`config.mk`:
```
export PLATFORM = sky130hd
export DESIGN_NAME = tpm_loc_seq
export DESIGN_NICKNAME = d
export VERILOG_FILES = /design/src/rtl/tpm_seq_pkg.sv /design/src/rtl/tpm_sts_decode.sv /design/src/rtl/tpm_hdr_len.sv /design/src/rtl/tpm_loc_seq.sv
export SDC_FILE = /design/constraint.sdc
export NUM_CORES = 1
export LEC_CHECK = 0
export ABC_AREA = 1
export BUFFER_PORTS_ARGS = -buffer_cell sky130_fd_sc_hd__buf_2
export CORE_UTILIZATION = 45
export CTS_BUF_LIST = sky130_fd_sc_hd__clkbuf_4
export DETAILED_ROUTE_END_ITERATION = 12
export GPL_TIMING_DRIVEN = 0
export PLACE_DENSITY = 0.67
export SLEW_MARGIN = 20
export SYNTH_ARGS = -nofsm -noshare
export SYNTH_HDL_FRONTEND = slang
export SYNTH_SLANG_ARGS = --single-unit
```
`constraint.sdc`:
```
create_clock -name clk -period 3.67 [get_ports clk]
set_input_delay 0.1835 -clock clk [delete_from_list [all_inputs] [get_ports clk]]
set_output_delay 0.1835 -clock clk [all_outputs]
set_load 0.03 [all_outputs]
```
`src/rtl/tpm_seq_pkg.sv`:
```
package tpm_seq_pkg;

    typedef enum logic [2:0] {
        ST_IDLE  = 3'd0,
        ST_READY = 3'd1,
        ST_RECV  = 3'd2,
        ST_EXEC  = 3'd3,
        ST_DONE  = 3'd4
    } seq_state_e;

    localparam int unsigned B_VALID  = 7;
    localparam int unsigned B_CMDRDY = 6;
    localparam int unsigned B_GO     = 5;
    localparam int unsigned B_AVAIL  = 4;
    localparam int unsigned B_EXPECT = 3;
    localparam int unsigned B_STDONE = 2;
    localparam int unsigned B_RETRY  = 1;
    localparam int unsigned B_CANCEL = 24;
    localparam int unsigned B_RSTEST = 25;
    localparam int unsigned B_FAM_LO = 26;

    localparam logic [31:0] F_VALID  = 32'(1) << B_VALID;
    localparam logic [31:0] F_CMDRDY = 32'(1) << B_CMDRDY;
    localparam logic [31:0] F_AVAIL  = 32'(1) << B_AVAIL;
    localparam logic [31:0] F_EXPECT = 32'(1) << B_EXPECT;
    localparam logic [31:0] KEEP_MASK = (32'(1) << B_STDONE) | (32'(3) << B_FAM_LO);

    // the header holds a 32-bit length in bytes 2..5, most significant first
    localparam int unsigned HDR_BYTES = 6;

    function automatic logic [31:0] sts_merge(input logic [31:0] cur, input logic [31:0] flags);
        return (cur & KEEP_MASK) | flags;
    endfunction

endpackage

```
`src/rtl/tpm_sts_decode.sv`:
```
module tpm_sts_decode #(
    parameter int unsigned LOC_W = 3
) (
    input  logic             wr_en,
    input  logic [31:0]      wdata,
    input  logic [LOC_W-1:0] req_loc,
    input  logic [LOC_W-1:0] active_loc,
    input  logic             fam_new,
    input  logic             in_exec,
    output logic             do_cmdrdy,
    output logic             do_go,
    output logic             do_retry,
    output logic             do_cancel,
    output logic             do_rstest
);
    import tpm_seq_pkg::*;

    logic       permit_w;
    logic [2:0] sel_w;
    logic       upper_loc_w;
    logic       unused_bits;

    assign unused_bits = ^{wdata[31:26], wdata[23:7], wdata[4:2], wdata[0]};

    always_comb begin
        permit_w    = wr_en && (req_loc == active_loc);
        sel_w       = {wdata[B_CMDRDY], wdata[B_GO], wdata[B_RETRY]};
        upper_loc_w = (req_loc == LOC_W'(3)) || (req_loc == LOC_W'(4));
        do_cmdrdy   = permit_w && (sel_w == 3'b100);
        do_go       = permit_w && (sel_w == 3'b010);
        do_retry    = permit_w && (sel_w == 3'b001);
        do_cancel   = permit_w && fam_new && in_exec && wdata[B_CANCEL];
        do_rstest   = permit_w && fam_new && upper_loc_w && wdata[B_RSTEST];
    end

endmodule

```
`src/rtl/tpm_hdr_len.sv`:
```
module tpm_hdr_len #(
    parameter int unsigned CNT_W = 7
) (
    input  logic             clk,
    input  logic             rst_n,
    input  logic             clr,
    input  logic             byte_en,
    input  logic [7:0]       byte_val,
    input  logic [CNT_W-1:0] byte_idx,
    output logic [31:0]      len_now
);
    logic [31:0] len_d, len_q;

    always_comb begin
        len_d = len_q;
        if (clr) begin
            len_d = '0;
        end else if (byte_en) begin
            case (byte_idx)
                CNT_W'(2): len_d[31:24] = byte_val;
                CNT_W'(3): len_d[23:16] = byte_val;
                CNT_W'(4): len_d[15:8]  = byte_val;
                CNT_W'(5): len_d[7:0]   = byte_val;
                default:   len_d        = len_q;
            endcase
        end
    end

    always_ff @(posedge clk) begin
        if (!rst_n) len_q <= '0;
        else        len_q <= len_d;
    end

    // the length seen by the sequencer already includes the byte of this cycle
    assign len_now = len_d;

endmodule

```
`src/rtl/tpm_loc_seq.sv`:
```
module tpm_loc_seq #(
    parameter int unsigned NUM_LOC = 5,
    parameter int unsigned CMD_MAX = 64,
    parameter int unsigned RLEN_W  = 16,
    localparam int unsigned LOC_W  = $clog2(NUM_LOC),
    localparam int unsigned CNT_W  = $clog2(CMD_MAX + 1)
) (
    input  logic              clk,
    input  logic              rst_n,
    input  logic              tpm2_mode,
    input  logic [LOC_W-1:0]  active_loc,
    input  logic [LOC_W-1:0]  req_loc,
    input  logic              sts_wr,
    input  logic [31:0]       sts_wdata,
    input  logic              data_wr,
    input  logic [7:0]        data_wbyte,
    input  logic              data_rd,
    input  logic              rsp_ready,
    input  logic [RLEN_W-1:0] rsp_len,
    input  logic              selftest_done,
    output logic [31:0]       sts,
    output logic [2:0]        state,
    output logic              irq_cmd_ready,
    output logic              irq_sts_valid,
    output logic              exec_req,
    output logic              cancel_req,
    output logic              rst_est_req
);
    import tpm_seq_pkg::*;

    typedef struct packed {
        seq_state_e        state;
        logic [31:0]       sts;
        logic [CNT_W-1:0]  wr_cnt;
        logic [RLEN_W-1:0] rd_off;
        logic [RLEN_W-1:0] rlen;
        logic              irq_cr;
        logic              irq_sv;
        logic              exec;
        logic              cancel;
        logic              rstest;
    } seq_t;

    seq_t d, q, rst_val;

    logic loc_ok, dat_ok, store_w, rd_ok, cr_take, rsp_take, need_irq;
    logic dec_cmdrdy, dec_go, dec_retry, dec_cancel, dec_rstest;
    logic [31:0]      len_now;
    logic [CNT_W-1:0] cnt_inc;

    tpm_sts_decode #(.LOC_W(LOC_W)) i_dec (
        .wr_en      (sts_wr),
        .wdata      (sts_wdata),
        .req_loc    (req_loc),
        .active_loc (active_loc),
        .fam_new    (q.sts[B_FAM_LO+1:B_FAM_LO] == 2'b01),
        .in_exec    (q.state == ST_EXEC),
        .do_cmdrdy  (dec_cmdrdy),
        .do_go      (dec_go),
        .do_retry   (dec_retry),
        .do_cancel  (dec_cancel),
        .do_rstest  (dec_rstest)
    );

    always_comb begin
        loc_ok   = (req_loc == active_loc);
        dat_ok   = data_wr && loc_ok && (q.state == ST_READY || q.state == ST_RECV);
        store_w  = dat_ok && (q.state == ST_READY || q.sts[B_EXPECT])
                   && (q.wr_cnt < CNT_W'(CMD_MAX));
        rd_ok    = data_rd && loc_ok && (q.state == ST_DONE) && q.sts[B_AVAIL];
        cr_take  = dec_cmdrdy && (q.state == ST_IDLE || q.state == ST_RECV
                                  || q.state == ST_DONE);
        rsp_take = rsp_ready && (q.state == ST_EXEC);
        cnt_inc  = q.wr_cnt + CNT_W'(1);
    end

    tpm_hdr_len #(.CNT_W(CNT_W)) i_hdr (
        .clk      (clk),
        .rst_n    (rst_n),
        .clr      (cr_take || rsp_take),
        .byte_en  (store_w),
        .byte_val (data_wbyte),
        .byte_idx (q.wr_cnt),
        .len_now  (len_now)
    );

    always_comb begin
        rst_val = '0;
        rst_val.state = ST_IDLE;
        rst_val.sts[B_FAM_LO+1:B_FAM_LO] = {1'b0, tpm2_mode};
    end

    always_comb begin
        d        = q;
        d.irq_cr = 1'b0;
        d.irq_sv = 1'b0;
        d.exec   = 1'b0;
        need_irq = 1'b0;

        // command byte stream
        if (dat_ok) begin
            if (q.state == ST_READY) begin
                d.state = ST_RECV;
                d.sts   = sts_merge(d.sts, F_EXPECT | F_VALID);
            end
            if (d.sts[B_EXPECT]) begin
                if (store_w) d.wr_cnt = cnt_inc;
                else         d.sts    = sts_merge(d.sts, F_VALID);
            end
            if (d.sts[B_EXPECT] && (d.wr_cnt >= CNT_W'(HDR_BYTES))) begin
                need_irq = !d.sts[B_VALID];
                if (len_now > 32'(d.wr_cnt)) d.sts = sts_merge(d.sts, F_EXPECT | F_VALID);
                else                         d.sts = sts_merge(d.sts, F_VALID);
                d.irq_sv = need_irq;
            end
        end

        // response consumption
        if (rd_ok) begin
            d.rd_off = q.rd_off + RLEN_W'(1);
            if (d.rd_off >= q.rlen) begin
                d.sts    = sts_merge(d.sts, F_VALID);
                d.irq_sv = 1'b1;
            end
        end

        // status register controls
        if (cr_take) begin
            d.state  = ST_READY;
            d.irq_cr = !q.sts[B_CMDRDY];
            d.sts    = sts_merge(d.sts, F_CMDRDY);
            d.wr_cnt = '0;
            d.rd_off = '0;
        end
        if (dec_go && q.state == ST_RECV && !q.sts[B_EXPECT]) begin
            d.state = ST_EXEC;
            d.exec  = 1'b1;
        end
        if (dec_retry && q.state == ST_DONE) begin
            d.rd_off = '0;
            d.sts    = sts_merge(d.sts, F_VALID | F_AVAIL);
        end
        d.cancel = dec_cancel;
        d.rstest = dec_rstest;

        // engine events
        if (rsp_take) begin
            d.state  = ST_DONE;
            d.sts    = sts_merge(d.sts, F_VALID | F_AVAIL);
            d.rd_off = '0;
            d.wr_cnt = '0;
            d.rlen   = rsp_len;
        end
        if (selftest_done) d.sts[B_STDONE] = 1'b1;
    end

    always_ff @(posedge clk) begin
        if (!rst_n) q <= rst_val;
        else        q <= d;
    end

    assign sts           = q.sts;
    assign state         = q.state;
    assign irq_cmd_ready = q.irq_cr;
    assign irq_sts_valid = q.irq_sv;
    assign exec_req      = q.exec;
    assign cancel_req    = q.cancel;
    assign rst_est_req   = q.rstest;


    state_range_chk: assert property (@(posedge clk) disable iff (!rst_n)
        q.state <= ST_DONE);

    cr_irq_chk: assert property (@(posedge clk) disable iff (!rst_n)
        irq_cmd_ready |-> (state == 3'd1) && sts[B_CMDRDY]);

    exec_entry_chk: assert property (@(posedge clk) disable iff (!rst_n)
        exec_req |-> (state == 3'd3) && ($past(state) == 3'd2));

    sv_irq_chk: assert property (@(posedge clk) disable iff (!rst_n)
        irq_sts_valid |-> sts[B_VALID] && !sts[B_AVAIL]);

    sticky_stdone_chk: assert property (@(posedge clk) disable iff (!rst_n)
        ($past(rst_n) && $past(sts[B_STDONE])) |-> sts[B_STDONE]);

    family_hold_chk: assert property (@(posedge clk) disable iff (!rst_n)
        $past(rst_n) |-> $stable(sts[B_FAM_LO+1:B_FAM_LO]));

    cancel_family_chk: assert property (@(posedge clk) disable iff (!rst_n)
        cancel_req |-> (sts[B_FAM_LO+1:B_FAM_LO] == 2'b01));

    rstest_loc_chk: assert property (@(posedge clk) disable iff (!rst_n)
        rst_est_req |-> ($past(req_loc) == LOC_W'(3) || $past(req_loc) == LOC_W'(4)));

    one_action_chk: assert property (@(posedge clk) disable iff (!rst_n)
        $onehot0({dec_cmdrdy, dec_go, dec_retry}));

endmodule

```
==> run metrics <==
final instance area approximately 7000 um2; VDD IR max roughly 0.17 mV; Hold Crit Depth 3; ANT nets after route 0; clk root buf clkbuf_4; clock sinks between 100 and 150; post-route insts no fill about 1200; area of the multi-input gates between 3000 and 4000 um2; total track usage 0.216; synthesized instance count between 800 and 900; largest net degree at the start of global routing 22; FF-to-FF setup slack approximately 0.34 ns; starting density of the core 0.463; maxcap violations 0; WL/cell approximately 13 um; post-synthesis register bit count between 100 and 150; Seq/Total Area, Yosys 0.361; normalized max-slew margin 0.629; area post-placement about 6800 um2; Post-synth EDFFs 1; initial antenna violation count 0; Final Hold Viols 0; top post-synthesis cells by area dfxtp_1 36%, nand2_1 14%, ha_1 5.5%, nor2_1 5.5%, inv_1 5.2%; Hold Crit Class in2reg; fin crit share 0.908; CTS H-tree lvls 3; top-area cell type share of the netlist area 0.356; Critical Path Fanout Max 10; final-stage net count 1071; DRT Wirelength around 14000 um; Core Box Area 13200 um2; ant diodes 0; Worst Path Buf+Inv 4; share of layout cells above drive strength 1 0.215; vias in the first global route about 4800; Final TNS setup 0 ns; DP Worst Slack around 0.12 ns; top cells by count, synth 229 x nand2_1, 109 x dfxtp_1, 89 x nor2_1; # port buffers between 80 and 90; YS warnings 0; Register Area between 2000 and 2500 um2; Die Height 119 um; # setup viols final 0; CP Class reg2reg; end of the worst hold path i_hdr.len_q[1]; Pleak ~3.5 nW; Critical R2R Launch state[0]; min-delay src rst_n; Cell Chain, Critical Path nand3_2, nand2_1, nand3_4, buf_6, buf_2, nor2_2, inv_1, nor2_1, nor3_1, ha_1, nand2_1, inv_1, o21ai_0, nand4_1, nor2_1, nand2_1, nand2_1, nand3_1, nand2_1, a21oi_1; first-pass GRT wire length roughly 24000 um; fin. max-slew vios 0; slowest stage delay, CP 0.48 ns; # rows 42; Max Clock Freq 300 MHz; DIE WIDTH ~120 um; gpl congestion approximately 0.83; die area 14100 um2; Tmin final approximately 3.3 ns; worst slew pin tran 0.557 ns; post-DP HPWL 10700 um; Vias about 5500; Syn Area/Cell ~7.1 um2; unrepaired setup endpoints after global routing no; Synth Cell Area 6130 um2; top-count cell post-synth nand2_1; power density over the cells between 200 and 300 nW/um2; Pre-Repair DR Iteration Count 5; count of cell types in the netlist 40; CTS tree yes; drt via density approximately 4.7; CTS Buffer Depth 2; P&R area growth vs syn 17.2%; Slowest cell on crit path dfxtp_1; I/O pin count 110; cell taking the most area after synthesis dfxtp_1; PnR worst setup slack approximately 0.34 ns; asr flop ratio synth 0; Iteration-0 DRC Markers around 290; reg2reg end sts[3]; CTS Buf Count 9; DRC viols 0; Top FF cell, synth dfxtp_1; CP top delay family simple AND/OR/NAND/NOR gates; crit end category flop; total of fill cells in the finished design between 1000 and 1500; Util after Layout 0.542; total gr overflow 0; Post-Place Cells roughly 1100; Clk pin slew, worst setup/hold paths ~0.19 ns; Critical Path AT 3.75 ns; worst skew pair latency ~0.50 ns; Crit path top cell by count nand2_1; Worst Reg-to-Reg Cells 20; worst clock skew ~0.022 ns; status completed; startpoint class of the critical path flop; Syn Nets 954; Req. time, crit path 4.08 ns
==> layer usage <==
layer / wire [um] / track usage / share of wire
met3: 689 / 0.0415 / 0.048
met2: 6110 / 0.321 / 0.42
met5: 0 / 0 / 0
met1: 7510 / 0.318 / 0.52
met4: 149 / 0.0546 / 0.010
==> sequential cells by signal, summed over array words and instances, names as in the netlist <==
name	cells
rst_est_req	1
sts	31
q	39
i_hdr.len_q	32
irq_sts_valid	1
state	3
exec_req	1
irq_cmd_ready	1
cancel_req	1
==> metrics by stage <==
stage	hold WS (ns)	total power, mW
2_1_floorplan	0.304	1.27
3_3_place_gp	0.392	1.32
3_5_place_dp	0.409	1.31
4_1_cts	0.0000837	1.95
5_1_grt	0.0187	2.01
6_report	0.0283	1.93
==> worst max path at each step <==
stage              from      end  slack, ns  cells past startpoint
3_3_place_gp      q[21]  sts[14]       0.12                     20
5_1_grt        state[0]   sts[3]       0.02                     20
3_5_place_dp      q[21]  sts[12]       0.12                     20
6_report       state[0]   sts[3]       0.34                     20
2_1_floorplan     q[21]  sts[10]       0.70                     21
4_1_cts           q[21]  sts[18]       0.08                     20
==> power breakdown <==
group          switching, mW  internal, mW  total, mW
Clock                  0.458         0.162      0.620
Combinational         0.0626        0.0472      0.110
Sequential           0.00124          1.20       1.20
==> cells by family (layout without fill, tap and decap cells) <==
family                   count (synthesis)  in the layout  synth area share
AO/OA/AOI/OAI                           99             99            0.0850
flip-flops                             110            110             0.361
other                                    1              1          0.000612
adder cells (fa/ha/maj)                 27             27            0.0551
buffers and inverters                  160            282             0.133
AND/OR/NAND/NOR                        443            443             0.340
XOR/XNOR                                17             17            0.0243
==> placed cells by master, fill, tap and decap left out, types with 29 or more instances in the layout <==
| cell type | n |
|---|---|
| nand2_1 | 228 |
| dfxtp_1 | 106 |
| nor2_1 | 88 |
| inv_1 | 85 |
| buf_2 | 85 |
| a21oi_1 | 48 |
| buf_4 | 40 |
| o21ai_0 | 37 |
| nand3_1 | 29 |
==> layout make-up <==
type / instances / area share
multi-input combinational: 587 / 0.436
sequential: 110 / 0.309
timing repair buffer: 106 / 0.0910
buffer: 66 / 0.0643
inverter: 94 / 0.0499
tap: 176 / 0.0307
clock inverter: 7 / 0.0105
clock buffer: 9 / 0.00941
==> worst reg2reg max path: stages (launching register included) <==
cell and delay, ns:
dfxtp_1 0.48, nand3_2 0.14, nand2_1 0.38, nand3_4 0.14, buf_6 0.17, buf_2 0.19, nor2_2 0.24, inv_1 0.14
nor2_1 0.16, nor3_1 0.08, ha_1 0.35, nand2_1 0.07, inv_1 0.03, o21ai_0 0.14, nand4_1 0.12, nor2_1 0.12
nand2_1 0.06, nand2_1 0.07, nand3_1 0.07, nand2_1 0.06, a21oi_1 0.06
==> what timing repair did <==
item                                    CTS  global route
hold buffers                             24             0
endpoints found under the setup margin    0            25
setup buffers                             0             1
resized for setup                         0            11
endpoints found under the hold margin    21             0
Power figures use the tool's default switching activity.
